File: config.mk
export PLATFORM = sky130hd
export DESIGN_NAME = boot_cmd_handler
export DESIGN_NICKNAME = d
export VERILOG_FILES = /design/src/rtl/boot_cmd_pkg.sv /design/src/rtl/boot_cmd_decode.sv /design/src/rtl/boot_pw_check.sv /design/src/rtl/boot_tx_slot.sv /design/src/rtl/boot_cmd_handler.sv
export SDC_FILE = /design/constraint.sdc
export NUM_CORES = 1
export LEC_CHECK = 0
export BUFFER_PORTS_ARGS = -buffer_cell sky130_fd_sc_hd__buf_4
export CAP_MARGIN = 20
export CORE_AREA = 2 2 85 87
export DETAILED_ROUTE_END_ITERATION = 6
export DIE_AREA = 0 0 87 89
export PLACE_DENSITY = 0.76
export SETUP_SLACK_MARGIN = 0.3
export SYNTH_ARGS = -nofsm -noshare
export SYNTH_HDL_FRONTEND = slang
export SYNTH_HIERARCHICAL = 1
export SYNTH_SLANG_ARGS = --single-unit
File: constraint.sdc
create_clock -name clk -period 2.3 [get_ports clk]
set_input_delay 0.46 -clock clk [delete_from_list [all_inputs] [get_ports clk]]
set_output_delay 0.46 -clock clk [all_outputs]
set_load 0.005 [all_outputs]
File: src/rtl/boot_cmd_pkg.sv
package boot_cmd_pkg;
  typedef enum logic [2:0] {
    ST_START,
    ST_CMD,
    ST_PW,
    ST_CKS,
    ST_TX
  } boot_st_e;

  localparam logic [7:0] GO_BYTE  = 8'h30;
  localparam logic [7:0] CMD_RAM  = 8'h10;
  localparam int BIT_BADCMD = 0;
  localparam int BIT_CKSERR = 1;
  localparam int BIT_PWERR  = 2;
  localparam int BIT_RXERR  = 3;
endpackage

File: src/rtl/boot_cmd_decode.sv
module boot_cmd_decode
  import boot_cmd_pkg::*;
(
  input  logic [7:0] cmd_in,
  input  logic       rx_err,
  input  logic       sync_mode,
  input  logic [7:0] last_cmd,
  output logic [7:0] ack,
  output logic       is_ram,
  output logic       upd_last
);
  logic err_seen;
  assign err_seen = rx_err && !sync_mode;

  always_comb begin
    ack      = {last_cmd[7:4], 4'b0000};
    is_ram   = 1'b0;
    upd_last = 1'b0;
    if (err_seen) begin
      ack[BIT_RXERR] = 1'b1;
    end else if (cmd_in == CMD_RAM) begin
      ack      = cmd_in;
      is_ram   = 1'b1;
      upd_last = 1'b1;
    end else begin
      ack[BIT_BADCMD] = 1'b1;
      upd_last        = 1'b1;
    end
  end
endmodule

File: src/rtl/boot_pw_check.sv
module boot_pw_check #(
  parameter int PW_LEN = 12
) (
  input  logic              clk,
  input  logic              rst,
  input  logic              clear,
  input  logic              byte_fire,
  input  logic              cks_fire,
  input  logic [7:0]        byte_in,
  input  logic [8*PW_LEN-1:0] ref_pw,
  output logic              pw_last,
  output logic              cks_ok,
  output logic              pw_err,
  output logic              cks_err
);
  localparam int IW = (PW_LEN > 2) ? $clog2(PW_LEN) : 1;
  localparam logic [IW-1:0] LAST_IDX = IW'(PW_LEN - 1);

  logic [IW-1:0] idx;
  logic [7:0]    sum;
  logic [7:0]    ref_byte;
  logic [7:0]    total;

  assign ref_byte = ref_pw[idx*8 +: 8];
  assign pw_last  = (idx == LAST_IDX);
  assign total    = sum + byte_in;
  assign cks_ok   = (total == 8'h00);

  always_ff @(posedge clk) begin
    if (rst) begin
      idx     <= '0;
      sum     <= '0;
      pw_err  <= 1'b0;
      cks_err <= 1'b0;
    end else if (clear) begin
      idx     <= '0;
      sum     <= '0;
      pw_err  <= 1'b0;
      cks_err <= 1'b0;
    end else begin
      if (byte_fire) begin
        sum <= total;
        if (byte_in != ref_byte) pw_err <= 1'b1;
        if (!pw_last) idx <= idx + 1'b1;
      end
      if (cks_fire) cks_err <= !cks_ok;
    end
  end
endmodule

File: src/rtl/boot_tx_slot.sv
module boot_tx_slot (
  input  logic       clk,
  input  logic       rst,
  input  logic       load,
  input  logic [7:0] load_data,
  input  logic       tx_ready,
  output logic       tx_valid,
  output logic [7:0] tx_data
);
  always_ff @(posedge clk) begin
    if (rst) begin
      tx_valid <= 1'b0;
      tx_data  <= 8'h00;
    end else if (load) begin
      tx_valid <= 1'b1;
      tx_data  <= load_data;
    end else if (tx_valid && tx_ready) begin
      tx_valid <= 1'b0;
    end
  end
endmodule

File: src/rtl/boot_cmd_handler.sv
module boot_cmd_handler
  import boot_cmd_pkg::*;
#(
  parameter int PW_LEN = 12
) (
  input  logic                clk,
  input  logic                rst,
  input  logic                rx_valid,
  output logic                rx_ready,
  input  logic [7:0]          rx_data,
  input  logic                rx_err,
  output logic                tx_valid,
  input  logic                tx_ready,
  output logic [7:0]          tx_data,
  input  logic [8*PW_LEN-1:0] ref_pw,
  input  logic                sync_mode,
  output logic                rx_enable,
  output logic                pw_busy,
  output logic                pw_err,
  output logic                cks_err
);
  boot_st_e   state, state_n, ret_q, ret_n;
  logic [7:0] last_cmd;
  logic       rx_fire, tx_fire;
  logic       load;
  logic [7:0] load_data;
  logic [7:0] dec_ack;
  logic       dec_ram, dec_upd;
  logic       pw_clear, byte_fire, cks_fire;
  logic       pw_last, cks_ok;
  logic [7:0] fin_byte;

  assign rx_ready = (state == ST_START) || (state == ST_CMD) ||
                    (state == ST_PW) || (state == ST_CKS);
  assign rx_fire  = rx_valid && rx_ready;
  assign tx_fire  = tx_valid && tx_ready;
  assign pw_busy  = (state == ST_PW) || (state == ST_CKS);

  boot_cmd_decode u_dec (
    .cmd_in    (rx_data),
    .rx_err    (rx_err),
    .sync_mode (sync_mode),
    .last_cmd  (last_cmd),
    .ack       (dec_ack),
    .is_ram    (dec_ram),
    .upd_last  (dec_upd)
  );

  boot_pw_check #(.PW_LEN(PW_LEN)) u_pw (
    .clk       (clk),
    .rst       (rst),
    .clear     (pw_clear),
    .byte_fire (byte_fire),
    .cks_fire  (cks_fire),
    .byte_in   (rx_data),
    .ref_pw    (ref_pw),
    .pw_last   (pw_last),
    .cks_ok    (cks_ok),
    .pw_err    (pw_err),
    .cks_err   (cks_err)
  );

  boot_tx_slot u_tx (
    .clk       (clk),
    .rst       (rst),
    .load      (load),
    .load_data (load_data),
    .tx_ready  (tx_ready),
    .tx_valid  (tx_valid),
    .tx_data   (tx_data)
  );

  always_comb begin
    fin_byte = {last_cmd[7:4], 4'b0000};
    if (pw_err || !cks_ok) begin
      fin_byte[BIT_PWERR]  = pw_err;
      fin_byte[BIT_CKSERR] = !cks_ok;
    end
  end

  always_comb begin
    state_n   = state;
    ret_n     = ret_q;
    load      = 1'b0;
    load_data = 8'h00;
    pw_clear  = 1'b0;
    byte_fire = 1'b0;
    cks_fire  = 1'b0;
    case (state)
      ST_START: if (rx_fire) begin
        load      = 1'b1;
        load_data = GO_BYTE;
        state_n   = ST_TX;
        ret_n     = ST_CMD;
      end
      ST_CMD: if (rx_fire) begin
        load      = 1'b1;
        load_data = dec_ack;
        pw_clear  = dec_ram;
        state_n   = ST_TX;
        ret_n     = dec_ram ? ST_PW : ST_CMD;
      end
      ST_PW: if (rx_fire) begin
        byte_fire = 1'b1;
        if (pw_last) state_n = ST_CKS;
      end
      ST_CKS: if (rx_fire) begin
        cks_fire  = 1'b1;
        load      = 1'b1;
        load_data = fin_byte;
        state_n   = ST_TX;
        ret_n     = ST_CMD;
      end
      ST_TX: if (tx_fire) state_n = ret_q;
      default: state_n = ST_START;
    endcase
  end

  always_ff @(posedge clk) begin
    if (rst) begin
      state     <= ST_START;
      ret_q     <= ST_CMD;
      rx_enable <= 1'b0;
      last_cmd  <= 8'h00;
    end else begin
      state <= state_n;
      ret_q <= ret_n;
      if (state == ST_START && rx_fire) rx_enable <= 1'b1;
      if (state == ST_CMD && rx_fire && dec_upd) last_cmd <= rx_data;
    end
  end
endmodule

# ---- After elaboration in Yosys (flattened, before gate mapping)
# Cells that the tools add are included.
dict set report classes {
  eq_ne 13
  n_bitwise 1
  order_cmp 0
  muxes 30
  shifts 1
  n_mul 0
  reduce_logical 24
  n_addsub 2
  n_div 0
}
# operator count
set op_table {}
lappend op_table {{variable part select 96 x 8 -> 8 bit} 1}
lappend op_table {{one-hot mux 8 bit (3 select lines)} 1}
lappend op_table {{2-to-1 mux 3 bit} 7}
lappend op_table {{2-to-1 mux 8 bit} 2}
lappend op_table {{2-to-1 mux 1 bit} 13}
lappend op_table {{one-hot mux 3 bit (3 select lines)} 1}
lappend op_table {{adder 8 bit} 1}
lappend op_table {{== test 8 x 5 -> 1 bit, second input constant} 1}
lappend op_table {{logical NOT 8 bit} 1}
lappend op_table {{inequality test 2 bit, second input constant} 4}
lappend op_table {{inequality test 8 bit} 1}
lappend op_table {{2-to-1 mux 7 bit} 1}
lappend op_table {{== test 3 x 2 -> 1 bit, second input constant} 2}
lappend op_table {{logical AND 1 bit} 6}
lappend op_table {{2-to-1 mux 6 bit} 1}
lappend op_table {{one-hot mux 3 bit (2 select lines)} 1}
lappend op_table {{logical OR 1 bit} 5}
lappend op_table {{adder 4 x 1 -> 4 bit, second input constant} 1}
lappend op_table {{== test 4 bit, second input constant} 1}
lappend op_table {{2-to-1 mux 2 bit} 2}
lappend op_table {{2-to-1 mux 4 bit} 1}
lappend op_table {{inequality test 2 x 1 -> 1 bit, second input constant} 2}
lappend op_table {{AND reduction 2 bit} 2}
lappend op_table {{AND reduction 4 bit} 1}
lappend op_table {{other kinds (9)} 12}
dict set report totals {
  romBits 0
  latch_bits 0
  inputBits 110
  output_inout_bits 14
  ram_bits 0
  wordCells 81
  regBits 38
  mem_count 0
}

# ---- Depth between registers and ports, before layout
# Gate-level depths: netlist of the first run.
dict set report logic_depth {
  depth_word 8
  depth_mapped 14
  depth_no_buf 14
}

# ---- Cells and area by module
# Netlist of the first run, hierarchy kept.
# module seq_area_each_um2 area_per_inst_um2 n_inst cells_per_inst
set modules_own_cells {}
lappend modules_own_cells {boot_pw_check 280.3 1757.9 1 185}
lappend modules_own_cells {boot_cmd_handler 280.3 737.0 1 100}
lappend modules_own_cells {boot_tx_slot 180.2 321.6 1 30}
lappend modules_own_cells {boot_cmd_decode 0.0 123.9 1 16}

# ---- Worst setup path after synthesis of the first run
# No wires, ideal clock.
dict set report synth_timing {
  path_kind {input-to-reg}
  start {in rx_data[0]}
  end {reg u_tx.tx_data[1]}
  setup_ns 0.117
  arrival_time_ns 2.311
  path_buffers 0
  cell_stages 14
  required_ns 2.183
  slack_ns -0.129
  path_cell_list {ha_1 -> inv_1 -> fa_1 -> nor2b_1 -> o21ai_0 -> a21boi_0 -> or4_1 -> nand3_1 -> and4bb_2 -> nor2_1 -> a21oi_1 -> nor2_1 -> mux2i_1 -> nor2_1}
}
dict set report synth_via {
  elab_chain_cells 7
  word_cells_on_any_way 11
  cone_classes {add/sub (1); eq/ne (1); mux (6); reduce/logical (3)}
}
# element line
set synth_lines {}
lappend synth_lines {{from (decl)} boot_cmd_handler.sv:10} ;# input logic [7:0] rx_data,
lappend synth_lines {{adder 8 bit (*)} boot_pw_check.sv:26} ;# assign total = sum + byte_in;
lappend synth_lines {{logical NOT 8 bit (*)} boot_pw_check.sv:27} ;# assign cks_ok = (total == 8'h00);
lappend synth_lines {{via cks_ok} boot_cmd_handler.sv:30} ;# logic pw_last, cks_ok;
lappend synth_lines {{logical NOT 1 bit (*)} {boot_cmd_handler.sv:75, boot_cmd_handler.sv:77}}
lappend synth_lines {{logical OR 1 bit} boot_cmd_handler.sv:75} ;# if (pw_err || !cks_ok) begin
lappend synth_lines {{2-to-1 mux 2 bit (*)} boot_cmd_handler.sv:75}
lappend synth_lines {{2-to-1 mux 8 bit (*)} boot_cmd_handler.sv:107} ;# ST_CKS: if (rx_fire) begin
lappend synth_lines {{one-hot mux 8 bit (3 select lines) (*)} boot_cmd_handler.sv:89} ;# case (state)
lappend synth_lines {{via load_data[1]} boot_cmd_handler.sv:26} ;# logic [7:0] load_data;
lappend synth_lines {{to (signal assigned)} boot_tx_slot.sv:16} ;# tx_data <= load_data;
lappend synth_lines {{to (decl)} boot_tx_slot.sv:8} ;# output logic [7:0] tx_data
# Mark *: on every way through the listed nets, which the timed path passes. The rest lies on a longest branch.
# A chain may end at the register's enable or synchronous reset.

# ---- Final worst setup path of the first run
dict set report layout_timing {
  start {reg u_pw.sum[0]}
  end {reg u_tx.tx_data[1]}
}
dict set report layout_via {
  elab_chain_cells 7
}
# element line
set layout_lines {}
lappend layout_lines {{from (decl)} boot_pw_check.sv:20} ;# logic [7:0] sum;
lappend layout_lines {{from (signal assigned)} boot_pw_check.sv:42} ;# sum <= total;
lappend layout_lines {{adder 8 bit (*)} boot_pw_check.sv:26}
lappend layout_lines {{logical NOT 8 bit (*)} boot_pw_check.sv:27}
lappend layout_lines {{via cks_ok} boot_cmd_handler.sv:30}
lappend layout_lines {{logical NOT 1 bit (*)} {boot_cmd_handler.sv:75, boot_cmd_handler.sv:77}}
lappend layout_lines {{logical OR 1 bit} boot_cmd_handler.sv:75}
lappend layout_lines {{2-to-1 mux 2 bit (*)} boot_cmd_handler.sv:75}
lappend layout_lines {{2-to-1 mux 8 bit (*)} boot_cmd_handler.sv:107}
lappend layout_lines {{one-hot mux 8 bit (3 select lines) (*)} boot_cmd_handler.sv:89}
lappend layout_lines {{via load_data[1]} boot_cmd_handler.sv:26}
# Marks and branches as above.

==> out/qor.txt, run 1 <==
H-tree lvl count: 2
Average vias per placed instance: 5.32
Final setup vio count: 1
Most common cell after layout, fill and taps aside: sky130_fd_sc_hd__buf_4
Worst Setup Start Kind: flip-flop
Via count of the first global-routing pass: 2918
Clock buffers created by TritonCTS: 5
Die Footprint: 0.00774 mm2
Wire length per cell after detailed routing: 16.3 um
Number of buffers on the longest clock path: 2
Number of buffers inserted by hold repair at cts: 0
HPWL after detailed placement: 6690 um
Global-route usage over all layers: 0.227
Crit path time final: 2.34 ns
First-pass GRT wire length: 13800 um
Antenna violation net count after detailed routing: 0
Mean area per synthesized cell: 8.91 um2
Worst-skew pair later-pin latency: 0.30 ns
Cell family contributing the most delay on the critical path: simple AND/OR/NAND/NOR gates
Max Fclk: 427 MHz
Detailed router's first-iteration violation count: 187
Initial Utilization: 0.418
WL final: 8710 um
Number of sinks driven by the clock tree: 33
Drc violations: 0
Tcrit/Tclk final: 1.02
Post-placement cell count: 520
Final max-slew violation count: 0
Power Dens Cells: 329 mW/mm2
Remaining global-route overflow: 0
Critical path buffer and inverter count: 2
Largest fanout on the critical path: 2
Instance area after placement: 0.00388 mm2
Layout cells sized above 1: 0.454
Count of warnings emitted by yosys: 6
Row cnt: 30
Number of max-cap violations: 0
Overall die width: 87 um
Clock tree root driver cell: sky130_fd_sc_hd__clkbuf_8
CP required: 2.48 ns
Count of input and output buffers: 123
Post-route insts no fill: 536
Top Ports: 124
Final clock skew: 0.00597 ns
Start-to-end type of the worst setup path: flip-flop to flip-flop
CTS clk-pin slew, worst paths: 0.07 ns
Area growth from synthesis to layout: 48.9%
Final setup slack of the worst path: -0.0410 ns
Crit path largest cell delay: 0.35 ns
Critical Path Sink Type: flip-flop
Height of the die: 89 um
Number of hold violations in the final report: 0
Number of antenna violations at the first check in global routing: 0
Slowest CP cell: sky130_fd_sc_hd__dfxtp_2
Commonest cells after routing, fill and taps aside: sky130_fd_sc_hd__buf_4 (150), sky130_fd_sc_hd__nor2_1 (35), sky130_fd_sc_hd__mux2i_1 (33)
TritonCTS clock tree: done
Total inserted antenna cells: 0
Worst IR drop on VDD: 0.178 mV
Post-Syn Area: 0.00281 mm2
Post-layout nets: 574
Unrepaired setup endpoints after global routing: true
Critical Path Most Common Cell: sky130_fd_sc_hd__nor2_1
Via count of the routed design: 2852
Classification of the worst-slack hold path: flip-flop to flip-flop
Post-Synthesis Cells: 315
Maximum number of pins on one net before global-route repair: 23
Placeable core region: 0.00672 mm2
Run status: finished, violations left
Gp weighted congestion: 0.869
Critical-path cell list: ha_4 > inv_2 > fa_2 > buf_4 > xor2_1 > nand3b_1 > nor3_2 > and4bb_2 > nor2_2 > a21oi_2 > nor2_1 > mux2i_1 > nor2_1
1st-pass router iterations: 4
Cell area after layout: 0.00418 mm2
Violations in the final reports: setup timing
Data arrival time of the critical path: 2.53 ns
Total power draw: 1.38 mW
Leakage power of the design: 1.80 nW
Register-to-register path setup slack: -0.04 ns
-- through the flow --
stage / util / hold slack (ns) / setup slack, ns / setup TNS [ns]
after floorplan: - / 0.430 / 0.0624 / 0
after global placement: 0.577 / 0.447 / -0.140 / -0.140
after detailed placement: 0.577 / 0.451 / -0.244 / -0.262
after CTS: 0.605 / 0.460 / -0.0291 / -0.0291
after global routing: 0.622 / 0.467 / -0.132 / -0.132
final: 0.622 / 0.457 / -0.0410 / -0.0410
-- worst register-to-register path, cell delays in order (launching register included) --
cell and delay (ns):
sky130_fd_sc_hd__dfxtp_2 0.35, sky130_fd_sc_hd__ha_4 0.14, sky130_fd_sc_hd__inv_2 0.03, sky130_fd_sc_hd__fa_2 0.35, sky130_fd_sc_hd__buf_4 0.15, sky130_fd_sc_hd__xor2_1 0.20, sky130_fd_sc_hd__nand3b_1 0.12, sky130_fd_sc_hd__nor3_2 0.19
sky130_fd_sc_hd__and4bb_2 0.27, sky130_fd_sc_hd__nor2_2 0.05, sky130_fd_sc_hd__a21oi_2 0.11, sky130_fd_sc_hd__nor2_1 0.06, sky130_fd_sc_hd__mux2i_1 0.16, sky130_fd_sc_hd__nor2_1 0.05
-- worst paths after layout --
path | depth (start not counted) | from | endpoint
worst max-delay path | 13 | u_pw/sum[0]$_SDFFE_PP0P_ | u_tx/tx_data[1]$_SDFFE_PP0P_
worst min-delay path | 2 | ret_q[1]$_SDFFE_PP0P_ | ret_q[1]$_SDFFE_PP0P_
worst max register to register | 13 | u_pw/sum[0]$_SDFFE_PP0P_ | u_tx/tx_data[1]$_SDFFE_PP0P_
worst min register to register | 2 | ret_q[1]$_SDFFE_PP0P_ | ret_q[1]$_SDFFE_PP0P_
-- state kept, by name (all words and copies together) (netlist names) --
register,cells
u_tx/tx_data,8
state,3
rx_enable,1
u_tx/tx_valid,1
u_pw/idx,4
u_pw/pw_err,1
last_cmd,4
u_pw/cks_err,1
u_pw/sum,8
ret_q,2
-- per-layer routing --
| layer | track usage | routed length (um) |
|---|---|---|
| met1 | 0.277 | 3540 |
| met2 | 0.400 | 4620 |
| met3 | 0.0462 | 381 |
| met4 | 0.0753 | 173 |
| met5 | 0 | 0 |
-- power by group --
part	internal, mW	switching [mW]	leakage, nW	total, mW
logic	0.216	0.132	1.49	0.348
registers	0.579	0.0111	0.270	0.590
clock network	0.209	0.229	0.0439	0.437
total	1.00	0.372	1.80	1.38
-- final cells by class --
type / count / area [um2]
clock buffers: 5 / 68.8
clock inverters: 3 / 17.5
fillers: 576 / 2540
inverters: 19 / 71.3
multi-input cells: 241 / 2000
flip-flops and latches: 33 / 672
well taps: 80 / 100
repair buffers: 155 / 1240
-- repair_timing --
action                     CTS  global route
pin swaps                    2            18
setup endpoints to repair    4            13
gates cloned                 2             0
resized for setup           11            24
buffers inserted             3             3
hold endpoints to repair     0             0
No activity file was read; power rests on OpenSTA's default activity.
==> inputs of run 2 (changes only) <==
Settings changed: CORE_AREA 2 2 85 87 to 2 2 78 80, DIE_AREA 0 0 87 89 to 0 0 80 82, PLACE_DENSITY 0.76 to 0.85.
Clock period 2.3 ns to 2.8 ns, I/O delays scaled along.
==> run 2 against run 1 <==
Against the previous run:
- the run now ends clean
- sequential power fell by 17%
- global-route usage increased by 2.9 points
- power shrank 11%
- die area down 15%
- hold slack gained 0.0098 ns
- flip-flop and latch count is the same
- critical path depth rose by 2
- utilization increased by 4.9 points
- register-to-register slack gained 0.39 ns
- cell count shrank 5.8%
- clock-buffer cell count increased by 2
- first-iteration DRC count down 61%
- critical path type is now primary input to flip-flop
==> out/qor.txt, run 2 (synthesis gave the netlist of run 1 again) <==
Total inserted antenna cells: 0 (unchanged)
Min-delay src: ret_q[1]$_SDFFE_PP0P_ (unchanged)
First-pass GRT wire length: 12900 um (was 13800 um)
Met1 Resource Use GR: 0.254 (was 0.277)
Max Fclk: 401 MHz
Number of antenna violations at the first check in global routing: 0 (unchanged)
Top Usage Layer GRT: met2 (unchanged)
Start-to-end type of the worst setup path: primary input to flip-flop (was flip-flop to flip-flop)
1st-pass router iterations: 4 (unchanged)
Final max-slew violation count: 0 (unchanged)
Most common cell after layout, fill and taps aside: sky130_fd_sc_hd__buf_4 (unchanged)
Clock buffers created by TritonCTS: 5 (unchanged)
Cell area after layout: 0.00385 mm2 (was 0.00418 mm2)
Reg-to-reg endpoint: u_tx/tx_data[1]$_SDFFE_PP0P_ (unchanged)
Cell family contributing the most delay on the critical path: simple AND/OR/NAND/NOR gates (unchanged)
Register-to-Register Path Depth: 14 (was 13)
Clock tree root driver cell: sky130_fd_sc_hd__clkbuf_8 (unchanged)
Overall die width: 80 um (was 87 um)
HPWL after detailed placement: 6550 um (was 6690 um)
GR met3 Demand/Resource: 0.0527 (was 0.0462)
Height of the die: 82 um (was 89 um)
Initial Utilization: 0.488 (was 0.418)
Crit path time final: 2.49 ns
Number of hold violations in the final report: 0 (unchanged)
Final setup vio count: 0 (was 1)
Run status: finished clean (was finished, violations left)
End point of the worst hold path: ret_q[1]$_SDFFE_PP0P_ (unchanged)
Power Dens Cells: 317 mW/mm2 (was 329 mW/mm2)
Detailed router's first-iteration violation count: 72 (was 187)
Number of max-cap violations: 0 (unchanged)
Number of buffers inserted by hold repair at cts: 0 (unchanged)
Gp weighted congestion: 0.836 (was 0.869)
Layout cells sized above 1: 0.374 (was 0.454)
Worst IR drop on VDD: 0.242 mV (was 0.178 mV)
Combined area of the multi-input logic cells: 0.00193 mm2 (was 0.00200 mm2)
Via count of the first global-routing pass: 2902 (was 2918)
Critical Path Sink Type: flip-flop (unchanged)
Data arrival time of the critical path: 2.67 ns (was 2.53 ns)
Commonest cells after routing, fill and taps aside: sky130_fd_sc_hd__buf_4 (128), sky130_fd_sc_hd__nor2_1 (37), sky130_fd_sc_hd__mux2i_1 (33) (was sky130_fd_sc_hd__buf_4 (150), sky130_fd_sc_hd__nor2_1 (35), sky130_fd_sc_hd__mux2i_1 (33))
Total power draw: 1.22 mW (was 1.38 mW)
CTS clk-pin slew, worst paths: 0.07 ns (about the same)
Largest fanout on the critical path: 3 (was 2)
Via count of the routed design: 2810 (was 2852)
Worst-skew pair later-pin latency: 0.29 ns (was 0.30 ns)
Post-layout nets: 548 (was 574)
Final design utilization: 0.671 (was 0.622)
Leakage power of the design: 1.66 nW (was 1.80 nW)
Count of input and output buffers: 123 (unchanged)
Global-route usage over all layers: 0.256 (was 0.227)
Number of sinks driven by the clock tree: 33 (unchanged)
Critical path buffer and inverter count: 2 (unchanged)
Count of cells along the worst hold path: 2 (unchanged)
Tcrit/Tclk final: 0.890
Average vias per placed instance: 5.56 (was 5.32)
Area growth from synthesis to layout: 37.4% (was 48.9%)
M2 GR Usage: 0.503 (was 0.400)
Setup bufs post-CTS: 0 (was 3)
Post-place setup slack: -0.0169 ns (was -0.244 ns)
Headroom to the max-slew limit: 0.600
Number of buffers on the longest clock path: 2 (unchanged)
Placeable core region: 0.00575 mm2 (was 0.00672 mm2)
Top Ports: 124 (unchanged)
Crit path largest cell delay: 0.35 ns (about the same)
Wire length per cell after detailed routing: 16.2 um (was 16.3 um)
Classification of the worst-slack hold path: flip-flop to flip-flop (unchanged)
Final clock skew: 0.00687 ns (was 0.00597 ns)
Biggest regs: u_pw/sum: 8 flops, u_tx/tx_data: 8 flops (unchanged)
Register-to-register path setup slack: 0.35 ns (was -0.04 ns)
TritonCTS clock tree: done (unchanged)
Drc violations: 0 (unchanged)
Launch instance of the worst register-to-register path: u_pw/sum[0]$_SDFFE_PP0P_ (unchanged)
Row cnt: 28 (was 30)
WL final: 8200 um (was 8710 um)
Slowest CP cell: sky130_fd_sc_hd__fa_2 (was sky130_fd_sc_hd__dfxtp_2)
Antenna violation net count after detailed routing: 0 (unchanged)
Slew at the pin closest to its max-slew limit: 0.599 ns
CP required: 2.98 ns (was 2.48 ns)
Fillers: 478 (was 576)
Final setup slack of the worst path: 0.308 ns (was -0.0410 ns)
Unrepaired setup endpoints after global routing: true (unchanged)
Worst Setup Start Kind: primary input (was flip-flop)
Critical Path Most Common Cell: sky130_fd_sc_hd__nor2_1 (unchanged)
Maximum number of pins on one net before global-route repair: 36 (was 23)
Remaining global-route overflow: 0 (unchanged)
Area occupied by registers: 662 um2 (was 672 um2)
H-tree lvl count: 2 (unchanged)
Die Footprint: 0.00656 mm2 (was 0.00774 mm2)
Instance area after placement: 0.00372 mm2 (was 0.00388 mm2)
Critical-path cell list: buf_4 > ha_1 > inv_1 > fa_2 > nor2b_2 > o21ai_2 > a21boi_2 > nor2_1 > nor3_1 > and4bb_2 > nor2_1 > a21oi_1 > nor2_1 > mux2i_1 > nor2_1 (was ha_4 > inv_2 > fa_2 > buf_4 > xor2_1 > nand3b_1 > nor3_2 > and4bb_2 > nor2_2 > a21oi_2 > nor2_1 > mux2i_1 > nor2_1)
## run 2: cell types whose count changed in the layout (fill, tap and decap cells not counted), sizes merged
cell      before  now
clkbuf         5    7
bufbuf         2    0
buf          153  129
bufinv         0    1
clkinv         2    0
clkinvlp       1    0
## run 2: power breakdown
part	switching (mW)	total [mW]	internal (mW)
clock	0.183	0.473	0.290
combinational	0.100	0.263	0.163
sequential	0.00984	0.487	0.477
total	0.292	1.22	0.931
## run 2: final cells by class
class,instances,area share
clock buffer,7,0.0224
clock inverter,1,0.00779
inverter,19,0.0185
multi-input combinational,241,0.501
sequential,33,0.172
tap,75,0.0244
timing repair buffer,129,0.255
## run 2: worst max path at each step
| stage | start | end | slack, ns | depth (start not counted) |
|---|---|---|---|---|
| floorplan | rx_data[0] | u_tx/tx_data[1]$_SDFFE_PP0P_ | 0.33 | 14 |
| global placement | rx_data[0] | u_tx/tx_data[1]$_SDFFE_PP0P_ | 0.07 | 15 |
| detailed placement | rx_data[0] | u_tx/tx_data[1]$_SDFFE_PP0P_ | -0.02 | 15 |
| CTS | rx_data[0] | u_tx/tx_data[1]$_SDFFE_PP0P_ | 0.31 | 15 |
| global route | rx_data[0] | u_tx/tx_data[1]$_SDFFE_PP0P_ | 0.17 | 15 |
| finish | rx_data[0] | u_tx/tx_data[1]$_SDFFE_PP0P_ | 0.31 | 15 |
## run 2: metrics by stage
step	cells	TNS, ns	hold WS [ns]
floorplan	316	0	0.430
global placement	497	0	0.448
detailed placement	497	-0.0169	0.458
CTS	505	0	0.468
global route	505	0	0.489
finish	505	0	0.467
## run 2: tightest hold or removal path, stage by stage, from the launching register on
cell and delay, ns:
sky130_fd_sc_hd__dfxtp_1 0.31, sky130_fd_sc_hd__nand2_1 0.05, sky130_fd_sc_hd__a21oi_1 0.06
## run 2: what timing repair did
item	4_1_cts	5_1_grt
pin swaps	1	3
setup endpoints to repair	1	1
resized for setup	2	5
## run 2: layer usage
metal	vias to the layer above	part of all wire
met5	-	0
met4	0	0.033
met1	1317	0.36
met2	117	0.54
li1	1355	-
met3	21	0.063
==> inputs of run 3 (changes only) <==
Settings changed: CORE_AREA 2 2 78 80 to 2 2 81 83, DIE_AREA 0 0 80 82 to 0 0 83 85, PLACE_DENSITY 0.85 to 0.8.
Clock period 2.8 ns to 2.72 ns, I/O delays scaled along.
==> run 3 against run 2 <==
Against the previous run:
- via count grew 1.3%
- combinational power grew 6%
- clock-buffer cell count shrank 2
- sequential power grew 3%
- first-iteration DRC count shrank 2.8%
- global-route usage shrank 2.8 points
- critical path type unchanged
==> out/qor.txt, run 3 (synthesis gave the netlist of run 1 again) <==
Final clock skew: 0.00581 ns (was 0.00687 ns)
Number of hold violations in the final report: 0 (unchanged)
Data arrival time of the critical path: 2.74 ns (was 2.67 ns)
Top Ports: 124 (unchanged)
Most common cell after layout, fill and taps aside: sky130_fd_sc_hd__buf_4 (unchanged)
Commonest cells after routing, fill and taps aside: sky130_fd_sc_hd__buf_4 (130), sky130_fd_sc_hd__nor2_1 (36), sky130_fd_sc_hd__mux2i_1 (33) (was sky130_fd_sc_hd__buf_4 (128), sky130_fd_sc_hd__nor2_1 (37), sky130_fd_sc_hd__mux2i_1 (33))
Critical-path cell list: buf_8 > ha_4 > inv_2 > fa_2 > nor2b_2 > o21ai_2 > a21boi_2 > or4_4 > nand3_2 > and4bb_2 > nor2_2 > a21oi_2 > nor2_1 > mux2i_1 > nor2_1 (was buf_4 > ha_1 > inv_1 > fa_2 > nor2b_2 > o21ai_2 > a21boi_2 > nor2_1 > nor3_1 > and4bb_2 > nor2_1 > a21oi_1 > nor2_1 > mux2i_1 > nor2_1)
CP required: 2.96 ns (was 2.98 ns)
Min-delay src: ret_q[1]$_SDFFE_PP0P_ (unchanged)
HPWL after detailed placement: 6330 um (was 6550 um)
Instance area after placement: 0.00371 mm2 (was 0.00372 mm2)
Register-to-register path setup slack: 0.23 ns (was 0.35 ns)
Reg-to-reg endpoint: u_tx/tx_data[1]$_SDFFE_PP0P_ (unchanged)
Sequential fraction of design power: 0.433 (was 0.398)
Critical path buffer and inverter count: 2 (unchanged)
Clock tree root driver cell: sky130_fd_sc_hd__clkbuf_8 (unchanged)
Count of cells along the worst hold path: 2 (unchanged)
Initial Utilization: 0.452 (was 0.488)
Number of buffers inserted by hold repair at cts: 0 (unchanged)
Launch instance of the worst register-to-register path: u_pw/sum[0]$_SDFFE_PP0P_ (unchanged)
Biggest regs: u_pw/sum: 8 flops, u_tx/tx_data: 8 flops (unchanged)
Average vias per placed instance: 5.58 (was 5.56)
Critical Path Most Common Cell: sky130_fd_sc_hd__nor2_1 (unchanged)
Clock buffers created by TritonCTS: 5 (unchanged)
First-pass GRT wire length: 13200 um (was 12900 um)
Hold slack: 0.463 ns (was 0.467 ns)
Met2 wirelength from detailed routing: 4260 um (was 4450 um)
Worst-skew pair later-pin latency: 0.30 ns (was 0.29 ns)
Worst IR drop on VDD: 0.261 mV (was 0.242 mV)
Unrepaired setup endpoints after global routing: true (unchanged)
Start-to-end type of the worst setup path: primary input to flip-flop (unchanged)
Slowest CP cell: sky130_fd_sc_hd__or4_4 (was sky130_fd_sc_hd__fa_2)
Remaining global-route overflow: 0 (unchanged)
Post-layout nets: 551 (was 548)
Post-placement cell count: 498 (was 497)
P_sw: 0.317 mW (was 0.292 mW)
Row cnt: 29 (was 28)
Post-place setup slack: -0.0385 ns (was -0.0169 ns)
Switching part of the total power: 0.274 (was 0.239)
Number of buffers on the longest clock path: 2 (unchanged)
Leakage power of the design: 1.67 nW (was 1.66 nW)
Internal cell power: 0.840 mW (was 0.931 mW)
Number of max-cap violations: 0 (unchanged)
Count of input and output buffers: 123 (unchanged)
Cell area after layout: 0.00391 mm2 (was 0.00385 mm2)
Final setup vio count: 0 (unchanged)
Die Footprint: 0.00706 mm2 (was 0.00656 mm2)
Number of sinks driven by the clock tree: 33 (unchanged)
Layout cells sized above 1: 0.404 (was 0.374)
Critical Path Sink Type: flip-flop (unchanged)
Run status: finished clean (unchanged)
Cell family contributing the most delay on the critical path: simple AND/OR/NAND/NOR gates (unchanged)
Antenna violation net count after detailed routing: 0 (unchanged)
WL final: 8090 um (was 8200 um)
Worst Setup Start Kind: primary input (unchanged)
Crit path time final: 2.50 ns
CTS clk-pin slew, worst paths: 0.08 ns (was 0.07 ns)
Total inserted antenna cells: 0 (unchanged)
Post-route insts no fill: 510 (was 505)
Register-to-Register Path Depth: 14 (unchanged)
Tcrit/Tclk final: 0.920
Crit path largest cell delay: 0.48 ns (was 0.35 ns)
Max Fclk: 400 MHz
Detailed router's first-iteration violation count: 70 (was 72)
Final max-slew violation count: 0 (unchanged)
Height of the die: 85 um (was 82 um)
Wire length per cell after detailed routing: 15.9 um (was 16.2 um)
Final TNS setup: 0 ns (unchanged)
Top layer used by detailed routing: met4 (unchanged)
Global-route usage over all layers: 0.228 (was 0.256)
Share of total power in the clock network: 0.326 (was 0.386)
Largest fanout on the critical path: 3 (unchanged)
Final setup slack of the worst path: 0.218 ns (was 0.308 ns)
Maximum number of pins on one net before global-route repair: 36 (unchanged)
Classification of the worst-slack hold path: flip-flop to flip-flop (unchanged)
Area growth from synthesis to layout: 39.3% (was 37.4%)
Routed metal-1 wire length: 3010 um (was 2960 um)
H-tree lvl count: 2 (unchanged)
Number of antenna violations at the first check in global routing: 0 (unchanged)
Via count of the first global-routing pass: 2974 (was 2902)
Power Dens Cells: 296 mW/mm2 (was 317 mW/mm2)
1st-pass router iterations: 4 (unchanged)
Relative contribution of combinational cells to total power: 0.240 (was 0.215)
TritonCTS clock tree: done (unchanged)
Via count of the routed design: 2847 (was 2810)
Overall die width: 83 um (was 80 um)
Drc violations: 0 (unchanged)
Gp weighted congestion: 0.900 (was 0.836)
Placeable core region: 0.00620 mm2 (was 0.00575 mm2)
Metal3 WL: 532 um (was 518 um)
End point of the worst hold path: ret_q[1]$_SDFFE_PP0P_ (unchanged)
==> run 3: cell type report <==
type	instances	area, um2
fill	525	2300
tap	77	96.3
clock inverter	3	17.5
multi-input combinational	241	1980
timing repair buffer	132	1010
clock buffer	5	68.8
inverter	19	71.3
sequential	33	663
==> run 3: power by group through the flow <==
stage                     Sequential [mW]  Clock [mW]  Combinational [mW]
final                               0.501       0.377               0.278
after CTS                           0.501       0.378               0.269
after global placement              0.512           0               0.259
after floorplan                     0.507           0               0.120
after global routing                0.502       0.402               0.301
after detailed placement            0.512           0               0.267
==> run 3: worst max-delay path by stage <==
stage | from | end | depth (start not counted)
final | rx_data[0] | u_tx/tx_data[1]$_SDFFE_PP0P_ | 15
after global routing | u_pw/sum[0]$_SDFFE_PP0P_ | u_tx/tx_data[1]$_SDFFE_PP0P_ | 14
after CTS | rx_data[1] | u_tx/tx_data[1]$_SDFFE_PP0P_ | 13
after detailed placement | rx_data[0] | u_tx/tx_data[1]$_SDFFE_PP0P_ | 15
after global placement | rx_data[0] | u_tx/tx_data[1]$_SDFFE_PP0P_ | 15
after floorplan | rx_data[0] | u_tx/tx_data[1]$_SDFFE_PP0P_ | 14
==> run 3: worst register-to-register path, cell delays in order, from the launching register on <==
cell	delay [ns]
sky130_fd_sc_hd__dfxtp_2	0.34
sky130_fd_sc_hd__ha_4	0.16
sky130_fd_sc_hd__inv_2	0.05
sky130_fd_sc_hd__fa_2	0.22
sky130_fd_sc_hd__nor2b_2	0.05
sky130_fd_sc_hd__o21ai_2	0.18
sky130_fd_sc_hd__a21boi_2	0.10
sky130_fd_sc_hd__or4_4	0.48
sky130_fd_sc_hd__nand3_2	0.10
sky130_fd_sc_hd__and4bb_2	0.26
sky130_fd_sc_hd__nor2_2	0.13
sky130_fd_sc_hd__a21oi_2	0.04
sky130_fd_sc_hd__nor2_1	0.11
sky130_fd_sc_hd__mux2i_1	0.09
sky130_fd_sc_hd__nor2_1	0.13
==> run 3: metrics by stage <==
| stage | total power, mW | utilization |
|---|---|---|
| after global routing | 1.20 | 0.630 |
| after detailed placement | 0.779 | 0.599 |
| after global placement | 0.770 | 0.599 |
| after floorplan | 0.627 | - |
| after CTS | 1.15 | 0.614 |
| final | 1.16 | 0.630 |
==> run 3: what timing repair did <==
| action | CTS | global route |
|---|---|---|
| endpoints found under the hold margin | 0 | 0 |
| setup buffers | 0 | 4 |
| setup endpoints to repair | 1 | 2 |
| pin swaps | 0 | 10 |
| gates resized for setup | 3 | 17 |
==> run 3: layer usage <==
metal / up-vias / global-route usage
met3: 26 / 0.0545
met5: - / 0
met4: 0 / 0.101
li1: 1360 / -
met1: 1333 / 0.238
met2: 128 / 0.432
